**src/rtl/irqd_pkg.sv**
```systemverilog
package irqd_pkg;
  localparam int VEC_W  = 8;
  localparam int DST_W  = 8;
  localparam int MODE_W = 3;

  typedef struct packed {
    logic              mask;
    logic [DST_W-1:0]  dest;
    logic              logical;
    logic [MODE_W-1:0] mode;
    logic [VEC_W-1:0]  vector;
  } redir_t;

  localparam int ENTRY_W = $bits(redir_t);

  typedef enum logic [1:0] {
    S_IDLE = 2'd0,
    S_LOOK = 2'd1,
    S_SEND = 2'd2
  } disp_state_t;

  function automatic logic mode_reserved(input logic [MODE_W-1:0] m);
    return (m == 3'd3) || (m == 3'd6);
  endfunction
endpackage

```
**src/rtl/irqd_table.sv**
```systemverilog
module irqd_table
  import irqd_pkg::*;
#(
  parameter int DEPTH = 24,
  parameter int AW    = $clog2(DEPTH)
) (
  input  logic          clk,
  input  logic          rst,
  input  logic          wr_en,
  input  logic [AW-1:0] wr_addr,
  input  redir_t        wr_data,
  input  logic [AW-1:0] rda_addr,
  output redir_t        rda_data,
  input  logic [AW-1:0] rdb_addr,
  output redir_t        rdb_data,
  output logic          busy
);
  localparam logic [AW:0] LIMIT = (AW+1)'(DEPTH);

  redir_t        mem [DEPTH];
  logic [AW-1:0] clr_cnt;

  // zero-fill sweep after reset keeps the array free of a reset port
  always_ff @(posedge clk) begin
    if (rst) begin
      clr_cnt <= '0;
      busy    <= 1'b1;
    end else if (busy) begin
      clr_cnt <= clr_cnt + 1'b1;
      if (clr_cnt == AW'(DEPTH - 1)) busy <= 1'b0;
    end
  end

  logic [AW-1:0] wa_idx, ra_idx, rb_idx;
  logic          wr_ok;
  assign wr_ok  = wr_en && ({1'b0, wr_addr} < LIMIT);
  assign wa_idx = busy ? clr_cnt : wr_addr;
  assign ra_idx = ({1'b0, rda_addr} < LIMIT) ? rda_addr : '0;
  assign rb_idx = ({1'b0, rdb_addr} < LIMIT) ? rdb_addr : '0;

  always_ff @(posedge clk) begin
    if (busy || wr_ok) mem[wa_idx] <= busy ? '0 : wr_data;
    rda_data <= mem[ra_idx];
    rdb_data <= mem[rb_idx];
  end
endmodule

```
**src/rtl/irqd_scan.sv**
```systemverilog
module irqd_scan #(
  parameter int W  = 8,
  parameter int IW = $clog2(W)
) (
  input  logic [W-1:0]  bits,
  output logic          hit,
  output logic [IW-1:0] idx
);
  always_comb begin
    hit = 1'b0;
    idx = '0;
    for (int i = W - 1; i >= 0; i--) begin
      if (bits[i]) begin
        hit = 1'b1;
        idx = IW'(i);
      end
    end
  end
endmodule

```
**src/rtl/irq_redirect_dispatch.sv**
```systemverilog
module irq_redirect_dispatch
  import irqd_pkg::*;
#(
  parameter int DEPTH  = 24,
  parameter int LINE_W = $clog2(DEPTH),
  parameter int ID_W   = 4
) (
  input  logic                 clk,
  input  logic                 rst,
  input  logic [ID_W-1:0]      cfg_id,
  output logic [ID_W-1:0]      self_id,
  output logic [ID_W-1:0]      arb_id,
  input  logic                 tbl_we,
  input  logic [LINE_W-1:0]    tbl_waddr,
  input  logic [ENTRY_W-1:0]   tbl_wdata,
  input  logic [LINE_W-1:0]    tbl_raddr,
  output logic [ENTRY_W-1:0]   tbl_rdata,
  input  logic                 req_valid,
  input  logic [LINE_W-1:0]    req_line,
  output logic                 req_ready,
  output logic                 msg_valid,
  input  logic                 msg_ready,
  output logic [VEC_W-1:0]     msg_vector,
  output logic [MODE_W-1:0]    msg_mode,
  output logic                 msg_logical,
  output logic [DST_W-1:0]     msg_dest,
  output logic                 err_o
);
  localparam int          IDX_W = $clog2(DST_W);
  localparam logic [LINE_W:0] LIMIT = (LINE_W+1)'(DEPTH);

  disp_state_t       state;
  logic [LINE_W-1:0] line_q;
  logic [DST_W-1:0]  rem_q;
  logic              busy;
  redir_t            ent, rd_a;

  irqd_table #(.DEPTH(DEPTH), .AW(LINE_W)) u_tbl (
    .clk      (clk),
    .rst      (rst),
    .wr_en    (tbl_we),
    .wr_addr  (tbl_waddr),
    .wr_data  (redir_t'(tbl_wdata)),
    .rda_addr (tbl_raddr),
    .rda_data (rd_a),
    .rdb_addr (req_line),
    .rdb_data (ent),
    .busy     (busy)
  );
  assign tbl_rdata = rd_a;

  logic             hit_e, hit_r;
  logic [IDX_W-1:0] idx_e, idx_r;

  irqd_scan #(.W(DST_W)) u_scan_ent (.bits(ent.dest), .hit(hit_e), .idx(idx_e));
  irqd_scan #(.W(DST_W)) u_scan_rem (.bits(rem_q),    .hit(hit_r), .idx(idx_r));

  assign req_ready = (state == S_IDLE) && !busy;

  always_ff @(posedge clk) begin
    if (rst) begin
      state       <= S_IDLE;
      line_q      <= '0;
      rem_q       <= '0;
      msg_valid   <= 1'b0;
      msg_vector  <= '0;
      msg_mode    <= '0;
      msg_logical <= 1'b0;
      msg_dest    <= '0;
      err_o       <= 1'b0;
      self_id     <= cfg_id;
      arb_id      <= cfg_id;
    end else begin
      err_o <= 1'b0;
      unique case (state)
        S_IDLE: begin
          if (req_valid && req_ready) begin
            line_q <= req_line;
            state  <= S_LOOK;
          end
        end
        S_LOOK: begin
          state       <= S_IDLE;
          msg_vector  <= ent.vector;
          msg_mode    <= ent.mode;
          msg_logical <= ent.logical;
          if ({1'b0, line_q} >= LIMIT) begin
            err_o <= 1'b1;
          end else if (ent.mask) begin
            err_o <= 1'b0;
          end else if (mode_reserved(ent.mode)) begin
            err_o <= 1'b1;
          end else if (!ent.logical) begin
            msg_dest  <= ent.dest;
            rem_q     <= '0;
            msg_valid <= 1'b1;
            state     <= S_SEND;
          end else if (hit_e) begin
            msg_dest  <= DST_W'(idx_e);
            rem_q     <= ent.dest & ~(DST_W'(1) << idx_e);
            msg_valid <= 1'b1;
            state     <= S_SEND;
          end
        end
        S_SEND: begin
          if (msg_ready) begin
            if (hit_r) begin
              msg_dest <= DST_W'(idx_r);
              rem_q    <= rem_q & ~(DST_W'(1) << idx_r);
            end else begin
              msg_valid <= 1'b0;
              state     <= S_IDLE;
            end
          end
        end
        default: state <= S_IDLE;
      endcase
    end
  end

  assert_hold_stable_R9: assert property (@(posedge clk) disable iff (rst)
    msg_valid && !msg_ready |=> msg_valid && $stable(msg_dest) && $stable(msg_vector)
                                && $stable(msg_mode) && $stable(msg_logical));

  assert_ready_low_R10: assert property (@(posedge clk) disable iff (rst)
    msg_valid |-> !req_ready);

  assert_err_nomsg_R4: assert property (@(posedge clk) disable iff (rst)
    err_o |-> !msg_valid);

  assert_err_pulse_R5: assert property (@(posedge clk) disable iff (rst)
    err_o |=> !err_o);
endmodule

```
**config.mk**
```make
export PLATFORM = sky130hd
export DESIGN_NAME = irq_redirect_dispatch
export DESIGN_NICKNAME = d
export VERILOG_FILES = /design/src/rtl/irqd_pkg.sv /design/src/rtl/irqd_table.sv /design/src/rtl/irqd_scan.sv /design/src/rtl/irq_redirect_dispatch.sv
export SDC_FILE = /design/constraint.sdc
export NUM_CORES = 1
export LEC_CHECK = 0
export BUFFER_PORTS_ARGS = -buffer_cell sky130_fd_sc_hd__buf_2
export CAP_MARGIN = 10
export CORE_MARGIN = 4
export CORE_UTILIZATION = 45
export DETAILED_ROUTE_END_ITERATION = 6
export MAX_ROUTING_LAYER = met4
export SLEW_MARGIN = 40
export SYNTH_ARGS = -nofsm -noshare
export SYNTH_HDL_FRONTEND = slang
export SYNTH_SLANG_ARGS = --single-unit
```
**constraint.sdc**
```tcl
create_clock -name clk -period 3.4 [get_ports clk]
set_input_delay 0.17 -clock clk [delete_from_list [all_inputs] [get_ports clk]]
set_output_delay 0.17 -clock clk [all_outputs]
set_load 0.01 [all_outputs]
```
==> qor.yml <==
status: "complete, but fails checks"
violations: "DRC"
setup_ws_ns: 0.921
drive_above_1_share_pct: 17.2
hold_buffers: 7
ctsResizeCount: 0
wl_per_cell_um: 28.5
port_buffers: 96
hold_end: "u_tbl.mem[0][2]"
core_mm2: 0.0604
setup_tns_ns: 0
cts.sinks: 590
path_cells: "dlygate4sd3_1, buf_2, a21bo_4, buf_12, nor2_2, buf_4, a31oi_1, a31oi_1, nor3_1"
use_met3_pct: 4.76
grt_pass1_vias: 20600
synthAdderAreaFrac_pct: 0.0456
critPathKind: "in2reg"
overflow: 0
fmax_mhz: 403
clk_pin_slew_worst_paths_ns: 0.07
vdd_drop_max_v: 0.000424
synth_edf_count: 508
nets: 2471
htreeDepth: 2
clock_skew_ns: 0.0160
end_kind: "register"
die_y_um: 255
drv_cap: 0
synth_top_family_by_area: "compound AO/OA/AOI/OAI gates"
syn-cell-area_mm2: 0.0274
synthCells: 2336
grt_use_total_pct: 28.7
critPathMaxFanout: 87
max_stage_delay_ns: 0.66
final_antenna_net_count: 0
clockBufferDepth: 3
cts_root_buf: "clkbuf_16"
synth_compound_area_share_pct: 15.2
die_width_um: 255
r2r-end: "u_tbl.mem[5][4]"
pre_cts_slack_ns: 0.576
grt_setup_unrepaired: "no"
cts_tree: "built"
final_max_slew_viol_count: 0
cpLargestDelayFamily: "buffers and inverters"
start_kind: "input port"
drt_wl_total_um: 93000
cts_made_buffers: 61
grt_antenna_before_repair: 2
maxSlewHeadroom_pct: 35.4
holdCritPathClass: "in2reg"
p_leak_nw: 11.0
met2_usage_pct: 44.6
gp_congestion: 0.951
async_flop_share_pct: 0
vias: 21400
dr.pass1.iters: 7
synth-seq-cells: 590
finalSetupViolCount: 0
crit_path_top_delay_cell: "a31oi_1"
powerDensity_mw_per_mm2: 520
num_rows: 90
synth.distinct_cells: 68
ys_seq_area_share_pct: 61.6
crit_top_cell: "a31oi_1"
worst_r2r_path_depth: 4
hold_violations: 0
worstPathArrival_ns: 2.98
routed_via_density: 6.56
hold_depth: 3
grt_max_degree: 88
synthSimpleGateAreaFrac_pct: 11.7
initial_core_util_pct: 45.4
grtUsageMet1_pct: 36.3
postCtsSetupRepairBufs: 0
dp_hpwl_um: 58500
grt_pass1_wl_um: 134000
drc: 1
r2r_start: "u_tbl.busy"
post-route-period-util_pct: 72.9
yosysWarningCount: 0
synthesis.nets: 2382
path_buf_inv: 4
area_growth_pct: 13.8
min-delay-start: "tbl_wdata[2]"
drt_iter0_markers: 2843
ios: 97
top_usage_layer: "met2"
die_area_mm2: 0.0650
insertion_delay_ns: 0.65
rrSetupSlack_ns: 0.97
synthMuxAreaShare_pct: 7.55
period_needed_ns: 2.48
synth-main-ff-cell: "edfxtp_1"
synth.avg_cell_area_um2: 11.7
tightestPinTransition_ns: 0.960
required_ns: 3.90
yosys.area_share.xor_xnor_pct: 0.160
==> placed cells by master (no fill, tap or decap), types with 6 or more instances in the layout <==
master,count
edfxtp_1,508
nand2_1,368
a21oi_1,193
mux2i_1,110
buf_4,108
buf_2,93
nand3_1,90
a31oi_1,85
dfxtp_1,81
o21ai_0,73
nor3_1,66
o22ai_1,64
clkbuf_16,62
a22oi_1,47
mux2_2,44
a221oi_1,44
nor2_2,31
inv_1,31
nor2b_1,27
nor2_1,24
nor4_1,23
a32oi_1,22
a211oi_1,22
nor4bb_1,21
o22a_1,21
mux4_2,21
o221ai_1,21
o211ai_1,20
clkbuf_1,16
nand2b_1,14
clkinv_1,12
clkinv_2,12
buf_12,12
dlygate4sd3_1,8
clkinvlp_4,6
==> layer usage <==
| metal | vias to the layer above | part of all wire [%] |
|---|---|---|
| met5 | - | 0 |
| met4 | 0 | 6.2 |
| met3 | 275 | 9.8 |
| met2 | 1418 | 46 |
| met1 | 10500 | 38 |
| li1 | 9190 | - |
==> how the worst max path moves through the flow <==
| stage | start | cells past startpoint | slack, ns | end |
|---|---|---|---|---|
| floorplan | u_tbl.busy | 6 | 0.77 | u_tbl.mem[18][0] |
| global placement | tbl_raddr[3] | 6 | 0.53 | u_tbl.rda_data[12] |
| detailed placement | tbl_raddr[3] | 6 | 0.58 | u_tbl.rda_data[13] |
| CTS | u_tbl.busy | 4 | 0.95 | u_tbl.mem[5][17] |
| global route | u_tbl.busy | 4 | 0.77 | u_tbl.mem[5][17] |
| finish | req_line[4] | 9 | 0.92 | u_tbl.rdb_data[14] |
==> registers in the layout, summed over array words and instances, names as in the netlist <==
| name | cells |
|---|---|
| u_tbl.mem | 504 |
| u_tbl.rda_data | 21 |
| u_tbl.rdb_data | 21 |
| msg_dest | 8 |
| msg_vector | 8 |
| rem_q | 8 |
| u_tbl.clr_cnt | 5 |
| arb_id | 4 |
| msg_mode | 3 |
| line_q | 2 |
| state | 2 |
| err_o | 1 |
| msg_logical | 1 |
| msg_valid | 1 |
| u_tbl.busy | 1 |
==> kinds of logic after synthesis <==
family                     count (synthesis)
adders and majority gates                  1
and+or+nand+nor                          695
buffers and inverters                    228
DFF                                      590
muxes                                    175
AOI/OAI and AO/OA                        642
xor gates and xnor gates                   5
==> worst reg2reg max path: stages, from the launching register on <==
cell     delay, ns
dfxtp_2       0.68
mux2i_1       0.46
nand2_1       0.32
nor2_2        0.19
buf_4         0.40
==> cells in the mapped netlist, types with 47 or more instances <==
cell	count	area (µm²)
mux2i_1	110	1100
nor2_1	54	203
clkbuf_1	110	413
nor3_1	66	330
buf_2	60	300
nand2_1	368	1380
o21ai_0	77	385
a21oi_1	193	966
dfxtp_1	82	1640
edfxtp_1	508	15300
a22oi_1	47	353
a31oi_1	85	532
o22ai_1	64	400
nand3_1	90	450
==> stage by stage <==
step / area [µm²] / total power [mW] / util, % / hold WS, ns / cells
finish: 31200 / 16.2 / 51.7 / 0.134 / 3261
detailed placement: 29200 / 9.81 / 48.4 / 0.354 / 3136
global route: 31200 / 16.7 / 51.7 / 0.133 / 3261
floorplan: 27400 / 9.13 / - / 0.269 / 2336
CTS: 31200 / 16.3 / 51.7 / 0.0862 / 3259
global placement: 29200 / 9.79 / 48.4 / 0.352 / 3136
==> power breakdown <==
part	switching (mW)	leakage [nW]	internal, mW	total (mW)
sequential	0.196	5.42	7.95	8.15
combinational	1.03	4.63	0.539	1.56
clock	2.88	0.930	3.64	6.53
==> cell type report <==
type                            count  area, µm²
Clock inverter                     35        277
Clock buffer                       81       1650
Fill cell                        5163      29100
Timing Repair Buffer              222       1610
Multi-Input combinational cell   1518       9680
Tap cell                          782        978
Antenna cell                        1       2.50
Sequential cell                   590      16900
Inverter                           32        120
(Power assumes the default switching activity.)
